[config.mk]
export PLATFORM = sky130hd
export DESIGN_NAME = dst_addr_filter
export DESIGN_NICKNAME = d
export VERILOG_FILES = /design/src/rtl/daf_pkg.sv /design/src/rtl/daf_table.sv /design/src/rtl/daf_match.sv /design/src/rtl/daf_rules.sv /design/src/rtl/dst_addr_filter.sv
export SDC_FILE = /design/constraint.sdc
export NUM_CORES = 2
export LEC_CHECK = 0
export BUFFER_PORTS_ARGS = -buffer_cell sky130_fd_sc_hd__buf_2
export CORE_MARGIN = 2
export CORE_UTILIZATION = 42
export CTS_CLUSTER_SIZE = 40
export DETAILED_ROUTE_END_ITERATION = 10
export GPL_TIMING_DRIVEN = 0
export PLACE_DENSITY = 0.63
export SLEW_MARGIN = 20
export SYNTH_ARGS = -nofsm -noshare
export SYNTH_HDL_FRONTEND = slang
export SYNTH_SLANG_ARGS = --single-unit
[constraint.sdc]
create_clock -name clk -period 3.1 [get_ports clk]
set_clock_uncertainty 0.15 [all_clocks]
set_input_delay 0.465 -clock clk [delete_from_list [all_inputs] [get_ports clk]]
set_output_delay 0.465 -clock clk [all_outputs]
set_load 0.05 [all_outputs]
[src/rtl/daf_pkg.sv]
`timescale 1ns/1ps
package daf_pkg;
    localparam int ADDR_BYTES = 6;
    localparam int ADDR_W     = 8 * ADDR_BYTES;
    localparam int WORD_W     = 16;
    localparam int WORDS      = ADDR_W / WORD_W;
    localparam int FLAG_W     = 16;

    localparam logic [FLAG_W-1:0] FLAG_NONE  = 16'h0000;
    localparam logic [FLAG_W-1:0] FLAG_MCAST = 16'h0100;
    localparam logic [FLAG_W-1:0] FLAG_BCAST = 16'h0080;

    typedef logic [ADDR_W-1:0] mac_t;

    typedef enum logic [2:0] {
        HIT_NONE,
        HIT_PROMISC,
        HIT_MCAST,
        HIT_BCAST,
        HIT_TABLE
    } hit_e;

    typedef struct packed {
        logic              valid;
        logic              accept;
        logic [FLAG_W-1:0] flags;
    } result_t;
endpackage

[src/rtl/daf_table.sv]
`timescale 1ns/1ps
module daf_table
    import daf_pkg::*;
#(
    parameter int ENTRIES = 16,
    localparam int IDX_W  = $clog2(ENTRIES)
) (
    input  logic                        clk,
    input  logic                        rst_n,
    input  logic                        wr_en,
    input  logic [IDX_W-1:0]            wr_idx,
    input  logic [1:0]                  wr_word,
    input  logic [WORD_W-1:0]           wr_data,
    input  logic                        mask_en,
    input  logic [ENTRIES-1:0]          mask_data,
    input  logic                        rd_allow,
    input  logic [IDX_W-1:0]            rd_ptr,
    output logic [WORDS-1:0][WORD_W-1:0] rd_words,
    output logic [ENTRIES-1:0][ADDR_W-1:0] ent,
    output logic [ENTRIES-1:0]          ena
);
    typedef struct packed {
        logic [ENTRIES-1:0][ADDR_W-1:0] ent;
        logic [ENTRIES-1:0]             ena;
    } tbl_state_t;

    tbl_state_t st_d, st_q;

    always_comb begin
        st_d = st_q;
        if (wr_en) begin
            for (int w = 0; w < WORDS; w++) begin
                if (wr_word == w[1:0]) begin
                    st_d.ent[wr_idx][w*WORD_W +: WORD_W] = wr_data;
                end
            end
        end
        if (mask_en) begin
            st_d.ena = mask_data;
        end
    end

    always_ff @(posedge clk or negedge rst_n) begin
        if (!rst_n) begin
            st_q <= '0;
        end else begin
            st_q <= st_d;
        end
    end

    generate
        for (genvar w = 0; w < WORDS; w++) begin : g_rd
            assign rd_words[w] = rd_allow ? st_q.ent[rd_ptr][w*WORD_W +: WORD_W] : '0;
        end
    endgenerate

    assign ent = st_q.ent;
    assign ena = st_q.ena;
endmodule

[src/rtl/daf_match.sv]
`timescale 1ns/1ps
module daf_match
    import daf_pkg::*;
#(
    parameter int ENTRIES = 16
) (
    input  mac_t                          addr,
    input  logic [ENTRIES-1:0][ADDR_W-1:0] ent,
    input  logic [ENTRIES-1:0]            ena,
    output logic                          any_hit
);
    logic [ENTRIES-1:0] hit;

    generate
        for (genvar i = 0; i < ENTRIES; i++) begin : g_cmp
            assign hit[i] = ena[i] && (ent[i] == addr);
        end
    endgenerate

    assign any_hit = |hit;
endmodule

[src/rtl/daf_rules.sv]
`timescale 1ns/1ps
module daf_rules
    import daf_pkg::*;
(
    input  mac_t  addr,
    input  logic  promisc,
    input  logic  allmcast,
    input  logic  bcast,
    input  logic  table_hit,
    output hit_e  verdict
);
    logic group_bit;
    logic all_ones;

    assign group_bit = addr[0];
    assign all_ones  = &addr;

    always_comb begin
        if (promisc && !group_bit) begin
            verdict = HIT_PROMISC;
        end else if (allmcast && group_bit) begin
            verdict = HIT_MCAST;
        end else if (bcast && all_ones) begin
            verdict = HIT_BCAST;
        end else if (table_hit) begin
            verdict = HIT_TABLE;
        end else begin
            verdict = HIT_NONE;
        end
    end
endmodule

[src/rtl/dst_addr_filter.sv]
`timescale 1ns/1ps
module dst_addr_filter
    import daf_pkg::*;
#(
    parameter int ENTRIES = 16,
    localparam int IDX_W  = $clog2(ENTRIES)
) (
    input  logic              clk,
    input  logic              rst_n,
    input  logic              tbl_wr_en,
    input  logic [IDX_W-1:0]  tbl_wr_idx,
    input  logic [1:0]        tbl_wr_word,
    input  logic [15:0]       tbl_wr_data,
    input  logic              mask_wr_en,
    input  logic [ENTRIES-1:0] mask_wr_data,
    input  logic              mode_promisc,
    input  logic              mode_allmcast,
    input  logic              mode_bcast,
    input  logic              in_reset_mode,
    input  logic [IDX_W-1:0]  rd_ptr,
    output logic [15:0]       rd_word0,
    output logic [15:0]       rd_word1,
    output logic [15:0]       rd_word2,
    input  logic              chk_valid,
    input  logic [47:0]       chk_addr,
    output logic              res_valid,
    output logic              res_accept,
    output logic [15:0]       res_flags
);
    logic [ENTRIES-1:0][ADDR_W-1:0] ent;
    logic [ENTRIES-1:0]             ena;
    logic [WORDS-1:0][WORD_W-1:0]   rd_words;
    logic                           any_hit;
    hit_e                           verdict;

    daf_table #(.ENTRIES(ENTRIES)) u_table (
        .clk       (clk),
        .rst_n     (rst_n),
        .wr_en     (tbl_wr_en),
        .wr_idx    (tbl_wr_idx),
        .wr_word   (tbl_wr_word),
        .wr_data   (tbl_wr_data),
        .mask_en   (mask_wr_en),
        .mask_data (mask_wr_data),
        .rd_allow  (in_reset_mode),
        .rd_ptr    (rd_ptr),
        .rd_words  (rd_words),
        .ent       (ent),
        .ena       (ena)
    );

    daf_match #(.ENTRIES(ENTRIES)) u_match (
        .addr    (chk_addr),
        .ent     (ent),
        .ena     (ena),
        .any_hit (any_hit)
    );

    daf_rules u_rules (
        .addr      (chk_addr),
        .promisc   (mode_promisc),
        .allmcast  (mode_allmcast),
        .bcast     (mode_bcast),
        .table_hit (any_hit),
        .verdict   (verdict)
    );

    result_t res_d, res_q;

    always_comb begin
        res_d       = res_q;
        res_d.valid = 1'b0;
        if (chk_valid) begin
            res_d.valid = 1'b1;
            unique case (verdict)
                HIT_PROMISC, HIT_TABLE: begin
                    res_d.accept = 1'b1;
                    res_d.flags  = FLAG_NONE;
                end
                HIT_MCAST: begin
                    res_d.accept = 1'b1;
                    res_d.flags  = FLAG_MCAST;
                end
                HIT_BCAST: begin
                    res_d.accept = 1'b1;
                    res_d.flags  = FLAG_BCAST;
                end
                default: begin
                    res_d.accept = 1'b0;
                    res_d.flags  = FLAG_NONE;
                end
            endcase
        end
    end

    always_ff @(posedge clk or negedge rst_n) begin
        if (!rst_n) begin
            res_q <= '0;
        end else begin
            res_q <= res_d;
        end
    end

    assign res_valid  = res_q.valid;
    assign res_accept = res_q.accept;
    assign res_flags  = res_q.flags;
    assign rd_word0   = rd_words[0];
    assign rd_word1   = rd_words[1];
    assign rd_word2   = rd_words[2];
endmodule

After elaboration in Yosys (flattened, before gate mapping). Index checks and enable logic that the tools add are counted.

Flip-flop bits (word level): 802. Bits in latches: 0. Memory bits (writable): 0. ROM bits: 0. Input port bits: 99. Logic and storage cells: 95. Memories kept: 0.

Add/subtract/negate cells: 0. Multiply operators: 0. Divide/modulo/power cells: 0. Order comparisons: 3. Equality and inequality tests: 22. Shift operators: 0. Mux-type cells: 25. Bitwise operators: 0. Reduce and logical (&&, ||, !) cells: 25.

Operator list (count): 768-bit 2-to-1 mux (5); 768-bit bitwise mux (3); 48-bit equality test (16); 48-bit demux with 4-bit select (3); 48-bit binary-select mux with 4-bit select (1); 48-bit 2-to-1 mux (2); 16-bit 2-to-1 mux (4); 17-bit one-hot mux with 3 select lines (1); 48-bit AND reduction (1); 32-bit 2-to-1 mux (1); 1-bit logical AND (20); 18-bit 2-to-1 mux (1); 16-bit OR reduction (1); 3-bit 2-to-1 mux (4); 4-bit by 5-bit less-than comparator with 1-bit output, second input constant (2); 3-bit by 2-bit equality test with 1-bit output, second input constant (2); 4-bit by 1-bit greater-or-equal comparator with 1-bit output, second input constant (1); 3-bit by 1-bit equality test with 1-bit output, second input constant (1); 3-bit equality test, second input constant (1); 2-bit by 1-bit equality test with 1-bit output, second input constant (1); 2-bit equality test, second input constant (1); 2-bit zero test (1); 2-bit OR reduction (1); 1-bit zero test (1).

Longest topological paths before layout.
Depth in word-level cells: 12. Mapped depth: 9. Mapped depth without buffers: 7.

Hierarchy. Synthesis repeated with hierarchy kept, for this count alone.

Cell total of the unflattened synthesis: 3801. Area total of the unflattened synthesis: 45731.4 um^2.

Modules (own cells, without submodules): daf_table (instances 1, cells each 2571, area an instance 35962.0 um^2, sequential area each 19618.8 um^2); daf_match (instances 1, cells each 1177, area an instance 9334.0 um^2, sequential area each 0.0 um^2); dst_addr_filter (instances 1, cells each 28, area an instance 271.5 um^2, sequential area each 100.1 um^2); daf_rules (instances 1, cells each 25, area an instance 163.9 um^2, sequential area each 0.0 um^2).

Worst setup path after synthesis. OpenSTA, ideal clock, no wires.

Path kind: input -> output. Start point: in rd_ptr[0]. End point: out rd_word2[0]. Data arrival time: 2.426 ns. Data required time: 2.485 ns. Slack: 0.059 ns. Cell stages on the path: 5. Path buffers: 2. Path through: clkbuf_1 > buf_1 > mux4_2 > mux4_2 > and2_1.

Word-level cells in the longest chain between the ends: 3.

Ends and longest elaborated chain: from (decl) (line dst_addr_filter.sv:20) `input logic [IDX_W-1:0] rd_ptr,`; 48-bit binary-select mux with 4-bit select (line daf_table.sv:53) `assign rd_words[w] = rd_allow ? st_q.ent[rd_ptr][w*WORD_W +: WORD_W] : '0;`; 48-bit 2-to-1 mux; 16-bit 2-to-1 mux (line daf_table.sv:53); to (decl) (line dst_addr_filter.sv:23) `output logic [15:0] rd_word2,`.

No other way between the ends. The select of a mux whose other input is x is not followed.

Final worst setup path.
Start point: in chk_addr[35]. End point: reg res_q, in the netlist res_accept.

Word-level cells in the longest chain between the ends: 10. Elaborated cells on any way between the ends: 45.

Ends and longest elaborated chain: from (decl) (line dst_addr_filter.sv:25) `input logic [47:0] chk_addr,`; 48-bit equality test (line daf_match.sv:16) `assign hit[i] = ena[i] && (ent[i] == addr);`; 1-bit logical AND (line daf_match.sv:16); 16-bit OR reduction (line daf_match.sv:20) `assign any_hit = |hit;`; 3-bit 2-to-1 mux (line daf_rules.sv:25) `end else if (table_hit) begin`; 3-bit 2-to-1 mux (*) (line daf_rules.sv:23) `end else if (bcast && all_ones) begin`; 3-bit 2-to-1 mux (*) (line daf_rules.sv:21) `end else if (allmcast && group_bit) begin`; 3-bit 2-to-1 mux (*) (line daf_rules.sv:19) `if (promisc && !group_bit) begin`; 3-bit by 1-bit equality test with 1-bit output / 3-bit equality test (equally long branches) (line dst_addr_filter.sv:75) `unique case (verdict)`; 2-bit OR reduction (line dst_addr_filter.sv:75); 17-bit one-hot mux with 3 select lines (*) (line dst_addr_filter.sv:75); to (signal assigned) (line dst_addr_filter.sv:100) `res_q <= res_d;`; to (decl) (line dst_addr_filter.sv:68) `result_t res_d, res_q;`.

Every way passes the cells marked *; elsewhere a longest branch is shown, timed or not. A chain may end at the register's enable or synchronous reset.

==> flow_summary.yaml <==
status:
  status: "finished with violations"
  violations: "negative setup slack"
clock_tree:
  cts.sinks: 788
  cts_buffers: 91
  insertion_delay_ns: 0.71
  cts.clk_slew.worst_paths_ns: 0.07
  clockBufferDepth: 3
  cts_tree: "done"
  clockRootBuffer: "clkbuf_16"
  h-tree-depth: 3
timing:
  relSlewSlack: 0.186
  slew_violations: 0
  clock.fmax_mhz: 297
  setup_ws_ns: -0.267
  finalSetupTns_ns: -2.60
  hold_viol: 0
  fin_crit_ns: 3.37
  post-route-period-util: 1.09
  setup_viol: 44
  rsz0062_at_grt: "yes"
  hold_ws_ns: 0.104
  tightest_slew_ns: 1.22
yosys:
  syn_inst: 3369
  synth-seq-area-share: 0.442
  ys_warn_count: 0
  syn_area_per_cell_sq_um: 13.2
  synth_edf_count: 0
  ys_ff_latch: 788
  async_flop_share: 1.00
  synth_area_sq_um: 44600
  ys_types: 57
  yosys_most_used_dff: "dfrtp_1"
final_layout:
  post_layout_nonfiller_instances: 5292
  design.final.nets: 3920
  layout-drive-gt1-share: 0.438
  stdcell_area_sq_um: 53400
  final_core_util: 0.508
  area_growth_pct: 19.8
  seq_area_sq_um: 19800
  n_fill_cell: 9341
  multi_input_area_sq_um: 23800
floorplan:
  dieArea_sq_um: 109000
  rows: 119
  start_util: 0.424
  ios: 165
  die_x_um: 330
  die_h_um: 330
  core_area_sq_um: 105000
detailed_routing:
  routed_wl_mm: 244
  via_per_inst: 6.44
  drc: 0
  ant_nets: 0
  num_vias: 34100
  drt_iter0_markers: 4049
  drt_first_pass_iters: 7
  wl_per_cell_um: 46.2
placed_design:
  dp_cells: 4860
  dp_hpwl_mm: 193
  dp_slack_ns: -1.79
  gp_congestion: 1.06
  dpl_cell_area_sq_um: 47000
  port_buffers: 79
global_route:
  overflow: 0
  grt_usage: 0.448
  grt_pass1_vias: 33000
  grt_pass1_wl_mm: 316
  grt_max_degree: 118
  antenna_found_initial: 14
setup_path:
  max_stage_delay_ns: 0.83
  worstPathRequired_ns: 3.54
  path_buf_inv: 2
  crit_family: "simple AND/OR/NAND/NOR gates"
  worst_path_max_delay_cell: "xnor2_1"
  critPathMaxFanout: 10
  path_cells: "buf_2 > buf_2 > xnor2_1 > nand4_1 > nor4_1 > nand3_1 > o32ai_2 > a2111oi_1 > a31oi_1"
  worst_ep_arrival_time_ns: 3.81
  crit_type: "input port to flip-flop"
  critPathCaptureType: "flip-flop"
  path_common_cell: "buf_2"
  critPathLaunchType: "input port"
power:
  switching_power_mw: 11.6
  cellPowerDensity_nw_per_um2: 627
  internal_power_mw: 21.9
  clkPwrFrac: 0.339
  max-vdd-ir-drop_v: 0.000499
  leakagePower_nw: 23.9
  seqPwrFrac: 0.390
  p_sw_frac: 0.347
  comb_power_share: 0.272
  power_mw: 33.5
run:
  drv_cap: 0
worst_hold_path:
  hold_path.class: "input port to asynchronous set/reset pin"
## final timing paths
kind | from | endpoint | slack (ns) | depth (start not counted)
worst min-delay path | rst_n | u_table.ent[48] | 0.10 | 2
worst min register to register | u_table.ena[7] | u_table.ena[7] | 0.37 | 1
worst max-delay path | chk_addr[35] | res_accept | -0.27 | 9
min in group clk | tbl_wr_data[11] | u_table.ent[187] | 0.22 | 2
worst max register to register | u_table.ent[515] | res_accept | -0.25 | 7
max in group asynchronous | rst_n | u_table.ent[440] | 0.34 | 6
## synthesized netlist by cell type, drive strengths merged, types with 2 or more instances
cell type	number	area, sq um
nand3	20	100
a22oi	9	67.6
a2111oi	3	27.5
or3b	2	17.5
and2	48	300
or2	5	31.3
nor3	19	95.1
xor2	356	3120
o31ai	2	15.0
o21ai	18	90.1
o2bb2ai	8	70.1
o22ai	17	106
nor4	109	682
a21oi	5	25.0
nand4	117	732
or4	2	15.0
dfrtp	788	19700
nand2b	4	25.0
nor2	29	114
nand2	50	188
a221oi	9	85.1
o221ai	5	43.8
buf	144	758
xnor2	352	3080
mux2	778	8760
inv	46	173
clkbuf	164	616
mux4	240	5410
## flip-flops by register name, summed over array words and instances, names as in the netlist
name and count:
u_table.ent 768, u_table.ena 16, res_flags 2, res_accept 1
res_valid 1
## power groups by stage
stage                     sequential [mW]  clock [mW]  combinational, mW
after floorplan                      12.7           0               4.30
after global placement               13.3           0               7.51
after detailed placement             13.3           0               7.58
after CTS                            13.0        11.3               8.59
after global routing                 13.2        11.7               9.11
final                                13.1        11.3               9.10
## timing repair
item                                   CTS  global route
setup endpoints to repair               49           264
pin swaps                                0             1
endpoints found under the hold margin  169             0
hold buffers                            21             0
gates cloned                             3             1
buffers inserted                       173            62
gates resized for setup                365            29
## layout by cell type (no fill, tap or decap), drive strengths merged, types with 8 or more instances in the layout
cell	n
nand3	20
dfrtp	788
dlygate4sd3	21
o22ai	17
a22oi	9
xor2	356
o2bb2ai	8
inv	47
a221oi	9
nor2	29
nand4	117
nor3	19
nor4	109
conb	14
nand2	50
clkinv	18
and2	48
mux4	240
o21ai	18
mux2	778
clkinvlp	9
buf	468
clkbuf	295
diode	10
xnor2	352
## routing by layer
metal,vias up,wire [um],track usage
li1,13100,-,-
met1,18300,90900,0.555
met2,2140,106000,0.663
met3,586,22900,0.115
met4,8,25000,0.361
met5,-,49,0
## kinds of logic after synthesis
group	synth area share
flip-flops	0.442
multiplexers	0.318
buffers and inverters	0.0347
AND/OR/NAND/NOR	0.0526
other	0.0000840
XOR/XNOR	0.139
AO/OA/AOI/OAI	0.0142
## area by class of cell
type | instances | area share
clock inverter | 32 | 0.00543
sequential | 788 | 0.370
multi-input combinational | 2240 | 0.446
tap | 1391 | 0.0326
antenna | 10 | 0.000468
buffer | 308 | 0.0341
timing repair buffer | 346 | 0.0575
clock buffer | 131 | 0.0515
inverter | 46 | 0.00323
Power figures use the tool's default switching activity.
